### src/rtl/ifc_pkg.sv
`timescale 1ns/1ps
package ifc_pkg;

  typedef enum logic [1:0] {
    ST_IDLE = 2'd0,
    ST_WAIT = 2'd1,
    ST_GATE = 2'd2,
    ST_DONE = 2'd3
  } ifc_state_e;

  localparam int unsigned MS_W = 7;

  // gate window length in milliseconds
  function automatic int unsigned gate_ms(input logic [1:0] sel);
    case (sel)
      2'b00:   gate_ms = 4;
      2'b01:   gate_ms = 8;
      2'b10:   gate_ms = 32;
      default: gate_ms = 64;
    endcase
  endfunction

  // settling wait before the gate opens, in milliseconds
  function automatic int unsigned wait_ms(input logic [1:0] sel);
    wait_ms = sel[1] ? 8 : 4;
  endfunction

endpackage

### src/rtl/ifc_edge.sv
`timescale 1ns/1ps
module ifc_edge #(
  parameter int unsigned SYNC_STAGES = 2
) (
  input  logic clk,
  input  logic rst_n,
  input  logic din,
  output logic rise
);

  logic [SYNC_STAGES-1:0] sync_q;
  logic                   last_q;

  always_ff @(posedge clk or negedge rst_n) begin
    if (!rst_n) begin
      sync_q <= '0;
      last_q <= 1'b0;
    end else begin
      sync_q[0] <= din;
      for (int i = 1; i < int'(SYNC_STAGES); i++) begin
        sync_q[i] <= sync_q[i-1];
      end
      last_q <= sync_q[SYNC_STAGES-1];
    end
  end

  assign rise = sync_q[SYNC_STAGES-1] & ~last_q;

  // a detected edge is a single-cycle event
  assert_single_rise_R3: assert property (@(posedge clk) disable iff (!rst_n)
    rise |=> !rise);

endmodule

### src/rtl/ifc_timer.sv
`timescale 1ns/1ps
module ifc_timer #(
  parameter int unsigned CLK_PER_MS = 50000,
  parameter int unsigned MS_W       = 7
) (
  input  logic            clk,
  input  logic            rst_n,
  input  logic            clear,
  input  logic            run,
  input  logic [MS_W-1:0] limit,
  output logic            expire
);

  localparam int unsigned TICK_W = $clog2(CLK_PER_MS + 1);
  localparam logic [TICK_W-1:0] TICK_LAST = TICK_W'(CLK_PER_MS - 1);

  logic [TICK_W-1:0] tick_cnt;
  logic [MS_W-1:0]   ms_cnt;
  logic              tick;

  assign tick   = run && (tick_cnt == TICK_LAST);
  assign expire = tick && (ms_cnt == limit - MS_W'(1));

  always_ff @(posedge clk or negedge rst_n) begin
    if (!rst_n) begin
      tick_cnt <= '0;
      ms_cnt   <= '0;
    end else if (clear) begin
      tick_cnt <= '0;
      ms_cnt   <= '0;
    end else if (run) begin
      if (tick) begin
        tick_cnt <= '0;
        ms_cnt   <= expire ? '0 : ms_cnt + MS_W'(1);
      end else begin
        tick_cnt <= tick_cnt + TICK_W'(1);
      end
    end
  end

  // elapsed milliseconds never reach the active window length
  assert_ms_below_limit_R2: assert property (@(posedge clk) disable iff (!rst_n)
    run |-> (ms_cnt < limit));

endmodule

### src/rtl/ifc_accum.sv
`timescale 1ns/1ps
module ifc_accum #(
  parameter int unsigned COUNT_W = 20
) (
  input  logic               clk,
  input  logic               rst_n,
  input  logic               clear,
  input  logic               inc,
  output logic [COUNT_W-1:0] count
);

  localparam logic [COUNT_W-1:0] FULL = {COUNT_W{1'b1}};

  always_ff @(posedge clk or negedge rst_n) begin
    if (!rst_n) begin
      count <= '0;
    end else if (clear) begin
      count <= '0;
    end else if (inc && (count != FULL)) begin
      count <= count + COUNT_W'(1);
    end
  end

  // clearing empties the counter on the next edge
  assert_clear_empties_R4: assert property (@(posedge clk) disable iff (!rst_n)
    clear |=> (count == '0));

  // without a counted edge the value does not move
  assert_idle_stable_R3: assert property (@(posedge clk) disable iff (!rst_n)
    (!clear && !inc) |=> $stable(count));

  // full scale is sticky
  assert_no_overflow_R7: assert property (@(posedge clk) disable iff (!rst_n)
    (!clear && count == FULL) |=> (count == FULL));

endmodule

### src/rtl/if_freq_counter.sv
`timescale 1ns/1ps
module if_freq_counter #(
  parameter int unsigned CLK_PER_MS  = 50000,
  parameter int unsigned COUNT_W     = 20,
  parameter int unsigned SYNC_STAGES = 2
) (
  input  logic               clk,
  input  logic               rst_n,
  input  logic               if_pulse,
  input  logic               start,
  input  logic [1:0]         gate_sel,
  input  logic               inhibit,
  output logic [COUNT_W-1:0] count,
  output logic               done
);
  import ifc_pkg::*;

  localparam int unsigned LIM_W = ifc_pkg::MS_W;

  ifc_state_e state;
  logic       start_q;
  logic [1:0] sel_q;
  logic       start_rise;
  logic       timing;
  logic       gate_open;
  logic       timer_clear;
  logic       timer_run;
  logic       expire;
  logic       edge_seen;
  logic [LIM_W-1:0] limit;

  assign start_rise  = start & ~start_q;
  assign timing      = (state == ST_WAIT) || (state == ST_GATE);
  assign gate_open   = (state == ST_GATE) && !inhibit;
  assign timer_clear = start_rise | ~start;
  assign timer_run   = timing && !inhibit && start && !start_rise;
  assign limit       = (state == ST_WAIT) ? LIM_W'(wait_ms(sel_q))
                                          : LIM_W'(gate_ms(sel_q));

  always_ff @(posedge clk or negedge rst_n) begin
    if (!rst_n) begin
      start_q <= 1'b0;
      sel_q   <= 2'b00;
      state   <= ST_IDLE;
    end else begin
      start_q <= start;
      if (!start) begin
        state <= ST_IDLE;
      end else if (start_rise) begin
        state <= ST_WAIT;
        sel_q <= gate_sel;
      end else if (!inhibit) begin
        case (state)
          ST_WAIT: if (expire) state <= ST_GATE;
          ST_GATE: if (expire) state <= ST_DONE;
          default: state <= state;
        endcase
      end
    end
  end

  assign done = (state == ST_DONE);

  ifc_edge #(.SYNC_STAGES(SYNC_STAGES)) u_edge (
    .clk   (clk),
    .rst_n (rst_n),
    .din   (if_pulse),
    .rise  (edge_seen)
  );

  ifc_timer #(.CLK_PER_MS(CLK_PER_MS), .MS_W(LIM_W)) u_timer (
    .clk    (clk),
    .rst_n  (rst_n),
    .clear  (timer_clear),
    .run    (timer_run),
    .limit  (limit),
    .expire (expire)
  );

  ifc_accum #(.COUNT_W(COUNT_W)) u_accum (
    .clk   (clk),
    .rst_n (rst_n),
    .clear (timer_clear),
    .inc   (gate_open & edge_seen),
    .count (count)
  );

  // a low start empties the result and drops done
  assert_stop_clears_R4: assert property (@(posedge clk) disable iff (!rst_n)
    !start |=> (count == '0 && !done));

  // an inhibited cycle inside a measurement changes nothing visible
  assert_inhibit_freeze_R6: assert property (@(posedge clk) disable iff (!rst_n)
    (inhibit && start && start_q) |=> ($stable(count) && $stable(done)));

  // a finished result is held while start stays high
  assert_result_held_R9: assert property (@(posedge clk) disable iff (!rst_n)
    (done && start) |=> (done && $stable(count)));

  // captured gate choice cannot move mid-measurement
  assert_sel_captured_R5: assert property (@(posedge clk) disable iff (!rst_n)
    (start && start_q) |=> $stable(sel_q));

endmodule

### config.mk
export PLATFORM = sky130hd
export DESIGN_NAME = if_freq_counter
export DESIGN_NICKNAME = d
export VERILOG_FILES = /design/src/rtl/ifc_pkg.sv /design/src/rtl/ifc_edge.sv /design/src/rtl/ifc_timer.sv /design/src/rtl/ifc_accum.sv /design/src/rtl/if_freq_counter.sv
export SDC_FILE = /design/constraint.sdc
export NUM_CORES = 1
export LEC_CHECK = 0
export BUFFER_PORTS_ARGS = -buffer_cell sky130_fd_sc_hd__buf_4
export CORE_ASPECT_RATIO = 1.75
export CORE_UTILIZATION = 59
export DETAILED_ROUTE_END_ITERATION = 6
export PLACE_DENSITY = 0.79
export SLEW_MARGIN = 20
export SYNTH_ARGS = -nofsm -noshare
export SYNTH_HDL_FRONTEND = slang
export SYNTH_HIERARCHICAL = 1
export SYNTH_SLANG_ARGS = --single-unit
### constraint.sdc
create_clock -name clk -period 3.55 [get_ports clk]
set_input_delay 0.71 -clock clk [delete_from_list [all_inputs] [get_ports clk]]
set_output_delay 0.71 -clock clk [all_outputs]
set_load 0.02 [all_outputs]
* Word-level counts from Yosys, hierarchy flattened *
Cells that the tools add are included.

storage, ports and cells
  register bits after elaboration = 51
  output and inout bits = 21
  input bits = 7
  word-level logic and storage cells = 66

operators by class
  $add $sub $neg = 4
  multiplexer cells = 18
  reduce and logical (&&, ||, !) cells = 17
  bitwise logic cells = 7
  equal/unequal tests = 12

operator list
  operator                                                                  count
  16-bit 2-to-1 mux                                                         3
  20-bit 2-to-1 mux                                                         2
  7-bit 2-to-1 mux                                                          5
  7-bit case mux with 3 select lines                                        1
  20-bit by 1-bit adder with 20-bit output (second input constant)          1
  20-bit inequality test (second input constant)                            1
  16-bit by 1-bit adder with 16-bit output (second input constant)          1
  16-bit == test (second input constant)                                    1
  2-bit 2-to-1 mux                                                          5
  4-bit by 3-bit inequality test with 1-bit output (second input constant)  2
  7-bit by 1-bit adder with 7-bit output (second input constant)            1
  7-bit == test                                                             1
  1-bit logical AND                                                         7
  7-bit by 1-bit subtractor with 7-bit output (second input constant)       1
  2-bit == test (second input constant)                                     3
  2-bit nonzero test                                                        3
  2-bit by 1-bit == test with 1-bit output (second input constant)          2
  4-bit 2-to-1 mux                                                          1
  4-bit by 1-bit inequality test with 1-bit output (second input constant)  1
  2-bit case mux with 2 select lines                                        1
  2-bit AND reduction                                                       2
  4-bit AND reduction                                                       1
  1-bit AND                                                                 3
  3-bit by 2-bit inequality test with 1-bit output (second input constant)  1
  5 further kinds                                                           8

* Logic depth before layout (Yosys ltp) *
  word-level depth = 12
  mapped depth = 11
  depth with buffers taken out = 11

* By module *
Netlist, hierarchy kept.

by module, submodules not included
  module           instances  sequential area each (µm²)  area an instance (µm²)  cells an instance
  ifc_timer        1          575.6                       1417.6                  154
  ifc_accum        1          500.5                       1197.4                  129
  if_freq_counter  1          125.1                       339.1                   33
  ifc_edge         1          75.1                        88.8                    4

* Worst setup path before layout *
Ideal clock, no wire load.

  kind = input to register
  start = input start
  end = register state[0]
  stages on the path = 9
  setup time = 0.124 ns
  arrival time = 2.859 ns
  path slack = 0.567 ns
  cell sequence = nand2_1 -> nor3_1 -> nand2_1 -> or4_1 -> buf_2 -> nor4_1 -> o21bai_4 -> a21oi_1 -> o31a_1

on the way
  longest elaborated chain between the ends = 7
  elaborated cells between the ends (all ways) = 13
  those cells by class = eq/ne (4); mux (2); bitwise (1); reduce/logical (6)

RTL lines
  item                                                               line                   RTL
  from (decl)                                                        if_freq_counter.sv:10  input logic start,
  1-bit AND                                                          if_freq_counter.sv:32  assign start_rise = start & ~start_q;
  1-bit logical NOT                                                  if_freq_counter.sv:36  assign timer_run = timing && !inhibit && start && !start_rise;
  1-bit logical AND (*)                                              if_freq_counter.sv:36
  named net timer_run                                                if_freq_counter.sv:27  logic timer_run;
  1-bit logical AND (*)                                              ifc_timer.sv:21        assign tick = run && (tick_cnt == TICK_LAST);
  1-bit logical AND (*)                                              ifc_timer.sv:22        assign expire = tick && (ms_cnt == limit - MS_W'(1));
  named net expire                                                   if_freq_counter.sv:28  logic expire;
  4-bit by 3-bit inequality test with 1-bit output (no source line)  --
  4-bit AND reduction (no source line) (*)                           --
  to (signal assigned)                                               if_freq_counter.sv:56  default: state <= state;
  to (decl)                                                          if_freq_counter.sv:20  ifc_state_e state;

Mark *: on every way through the listed nets, which the timed path passes. The rest lies on a longest branch.
A chain may end at the register's enable or synchronous reset.

* Worst setup path after layout *
  start = register state[1]
  end = register state[0]

on the way
  elaborated cells between the ends (all ways) = 19
  those cells by class = add/sub (1); eq/ne (6); mux (5); reduce/logical (7)

RTL lines
  item                                                               line                   RTL
  2-bit by 1-bit == test with 1-bit output (*)                       if_freq_counter.sv:37  assign limit = (state == ST_WAIT) ? LIM_W'(wait_ms(sel_q))
  7-bit 2-to-1 mux (*)                                               if_freq_counter.sv:37
  named net limit[3]                                                 if_freq_counter.sv:30  logic [LIM_W-1:0] limit;
  7-bit by 1-bit subtractor with 7-bit output (*)                    ifc_timer.sv:22
  7-bit == test (*)                                                  ifc_timer.sv:22
  1-bit logical AND (*)                                              ifc_timer.sv:22
  named net expire                                                   if_freq_counter.sv:28
  4-bit by 3-bit inequality test with 1-bit output (no source line)  --
  4-bit AND reduction (no source line) (*)                           --

Mark *: on every way through the listed nets, which the timed path passes. The rest lies on a longest branch. The select of a mux whose other input is x is not followed.

==> impl_metrics.yaml <==
run_status:
  status: "finished, final reports clean"
yosys:
  muxShareOfSynthArea: 0.0641
  seq_area_frac_synth: 0.419
  synth_fa_ha_area_frac: 0.0370
  synth_edf_count: 0
  async_flop_share: 1.00
  yosys.area_share.xor_xnor: 0.0633
  synthCells: 320
  synth-compound-area-share: 0.0979
  ys_seq_elements: 51
  synth_commonest_cells: "dfrtp_1, nor2_1, nand2_1"
  synth_top_family_by_area: "simple AND/OR/NAND/NOR gates"
  syn_area_sq_um: 3040
  yosysTopAreaCell: "dfrtp_1"
  netlist-cell-type-count: 50
  synth_area_leaders: "dfrtp_1, nor2_1, mux2_2, xor2_1, ha_1"
  avgSynthCellArea_sq_um: 9.51
  synth.most_common_cell: "dfrtp_1"
  synth_top_area_frac: 0.419
  yosys_warnings: 6
  synthSimpleGateAreaFrac: 0.290
  synthFlopType: "dfrtp_1"
die:
  start_util: 0.611
  die_area_sq_um: 5460
  row_count: 34
  io_pins: 28
  core_area_sq_um: 4980
  fp.dieW_um: 56.3
  die_y_um: 97
sta:
  fin_ws_ns: 0.546
  slew_viol_final: 0
  tns_ns: 0
  max_clock_freq_mhz: 333
  fin_crit_sh: 0.846
  finalHoldViolCount: 0
  rsz0062_at_grt: "no"
  setup_viol: 0
  post-route-min-period_ns: 3.00
  finalClockSkew_ns: 0.00817
  worst_hold_slack_ns: 0.363
  worst_pin_slew_ns: 0.627
  max_slew_margin: 0.576
grt:
  antenna_found_initial: 0
  grt_max_degree: 52
  grt-ovfl-total: 0
  grt.total_usage: 0.253
  grt_pass1_vias: 2596
  grt_first_pass_wirelength_mm: 11.1
clock_tree:
  tritoncts: "yes"
  cts.repair.resized: 0
  clk_pin_slew_ns: 0.10
  cts_root_buf: "clkbuf_8"
  clock_path_buffers: 2
  htree_levels: 2
  worstSkewPairLatency_ns: 0.30
  cts_buffers: 5
  cts_setup_buffers: 0
  hold_buffers: 0
  clock-sinks: 51
routing:
  drt_wl_total_mm: 6.37
  dr.pass1.iters: 4
  dr_total_vias: 2537
  drt_iter0_drc: 89
  wl_per_cell_um: 15.5
  viasPerCell: 6.17
  drc_errors: 0
  detail-route-antenna-nets: 0
flow_run:
  drv_cap: 0
critical_path:
  critPathArrivalTime_ns: 3.20
  crit_top_cell: "o31a_1"
  start_kind: "register"
  crit_chain: "inv_1 -> ha_1 -> nand2b_1 -> o21ai_0 -> or2_2 -> o31a_1 -> o2111ai_1 -> nor4_1 -> o21bai_4 -> and3_1 -> o31a_1"
  worstSetupPathType: "register to register"
  cpMaxStageDelayCell: "o2111ai_1"
  critical_path.max_fanout: 5
  worst-endpoint-required_ns: 3.75
  crit_path_max_incr_delay_ns: 0.46
  critPathCaptureType: "register"
final_layout:
  nets: 372
  drive_above_1_share: 0.171
  antenna_cells: 0
  area_growth_pct: 13.0
hold_path:
  min_path_type: "register to register"
placement:
  place_ws_ns: 0.602
  post-dp-hpwl_mm: 4.71
  gp_congestion: 0.867
  numPortBuffers: 27
power_and_ir_drop:
  p_leak_nw: 1.47
  power.density_nw_per_um2: 318
  ir_drop_mv: 0.336
## sequential cells by signal, indices dropped and copies added (netlist names)
| signal | cells |
|---|---|
| state | 2 |
| sel_q | 2 |
| u_edge/last_q | 1 |
| start_q | 1 |
| u_timer/ms_cnt | 7 |
| u_timer/tick_cnt | 16 |
| u_accum/count | 20 |
| u_edge/sync_q | 2 |
## through the flow
| stage | cells | area, sq um | power, W | utilization |
|---|---|---|---|---|
| after floorplan | 327 | 3070 | 0.000670 | - |
| after global routing | 411 | 3440 | 0.00114 | 0.691 |
| after global placement | 403 | 3330 | 0.000701 | 0.668 |
| final | 411 | 3440 | 0.00109 | 0.691 |
| after CTS | 411 | 3440 | 0.00110 | 0.691 |
| after detailed placement | 403 | 3330 | 0.000703 | 0.668 |
## routing by layer
| layer | global-route usage | part of all wire |
|---|---|---|
| met5 | 0 | 0 |
| met2 | 0.512 | 0.59 |
| met4 | 0.103 | 0.029 |
| met3 | 0.0361 | 0.023 |
| met1 | 0.239 | 0.36 |
## path summary, 6_finish.rpt
| path | startpoint | slack (ns) | to | depth (start not counted) |
|---|---|---|---|---|
| max | state[1]$_DFFE_PN0P_ | 0.55 | state[0]$_DFFE_PN0P_ | 11 |
| min | u_edge/sync_q[0]$_DFF_PN0_ | 0.36 | u_edge/sync_q[1]$_DFF_PN0_ | 0 |
| max reg2reg | state[1]$_DFFE_PN0P_ | 0.55 | state[0]$_DFFE_PN0P_ | 11 |
| min reg2reg | u_edge/sync_q[0]$_DFF_PN0_ | 0.36 | u_edge/sync_q[1]$_DFF_PN0_ | 0 |
| max in group asynchronous | rst_n | 2.69 | u_timer/ms_cnt[1]$_DFFE_PN0P_ | 1 |
| min in group asynchronous | rst_n | 0.42 | u_accum/count[18]$_DFFE_PN0P_ | 1 |
## cell usage in the layout, fill, tap and decap left out, drive strengths merged, types with 10 or more instances in the layout
cell / count
xor2: 13
mux2: 12
inv: 10
nor4: 15
nor2: 37
nor2b: 14
nand2: 29
a21oi: 20
buf: 31
nand4: 14
dfrtp: 51
## worst max-delay path: cells and delay by family, from the launching register on
kind	cells	cell delay (ns)
buffers and inverters	1	0.10
and+or+nand+nor	4	0.79
DFF	1	0.44
adders and majority gates	1	0.19
AOI/OAI and AO/OA	5	1.36
## area by class of cell
type | count | area [sq um]
clock buffers | 5 | 68.8
clock inverters | 3 | 43.8
fillers | 416 | 1540
inverters | 10 | 37.5
multi-input cells | 257 | 1710
flip-flops and latches | 51 | 1280
well taps | 54 | 67.6
repair buffers | 31 | 233
## cell families (layout without fill, tap and decap cells)
logic type / Yosys count / after routing
xor gates and xnor gates: 22 / 22
DFF: 51 / 51
other: 1 / 8
buffers and inverters: 19 / 49
and+or+nand+nor: 157 / 157
AOI/OAI and AO/OA: 43 / 43
muxes: 18 / 18
adders and majority gates: 9 / 9
## where the power goes
group          total (W)  internal [W]  switching [W]
clock           0.000401      0.000210       0.000191
sequential      0.000595      0.000587     0.00000786
combinational  0.0000964     0.0000356      0.0000608
No activity file was read; power rests on OpenSTA's default activity.
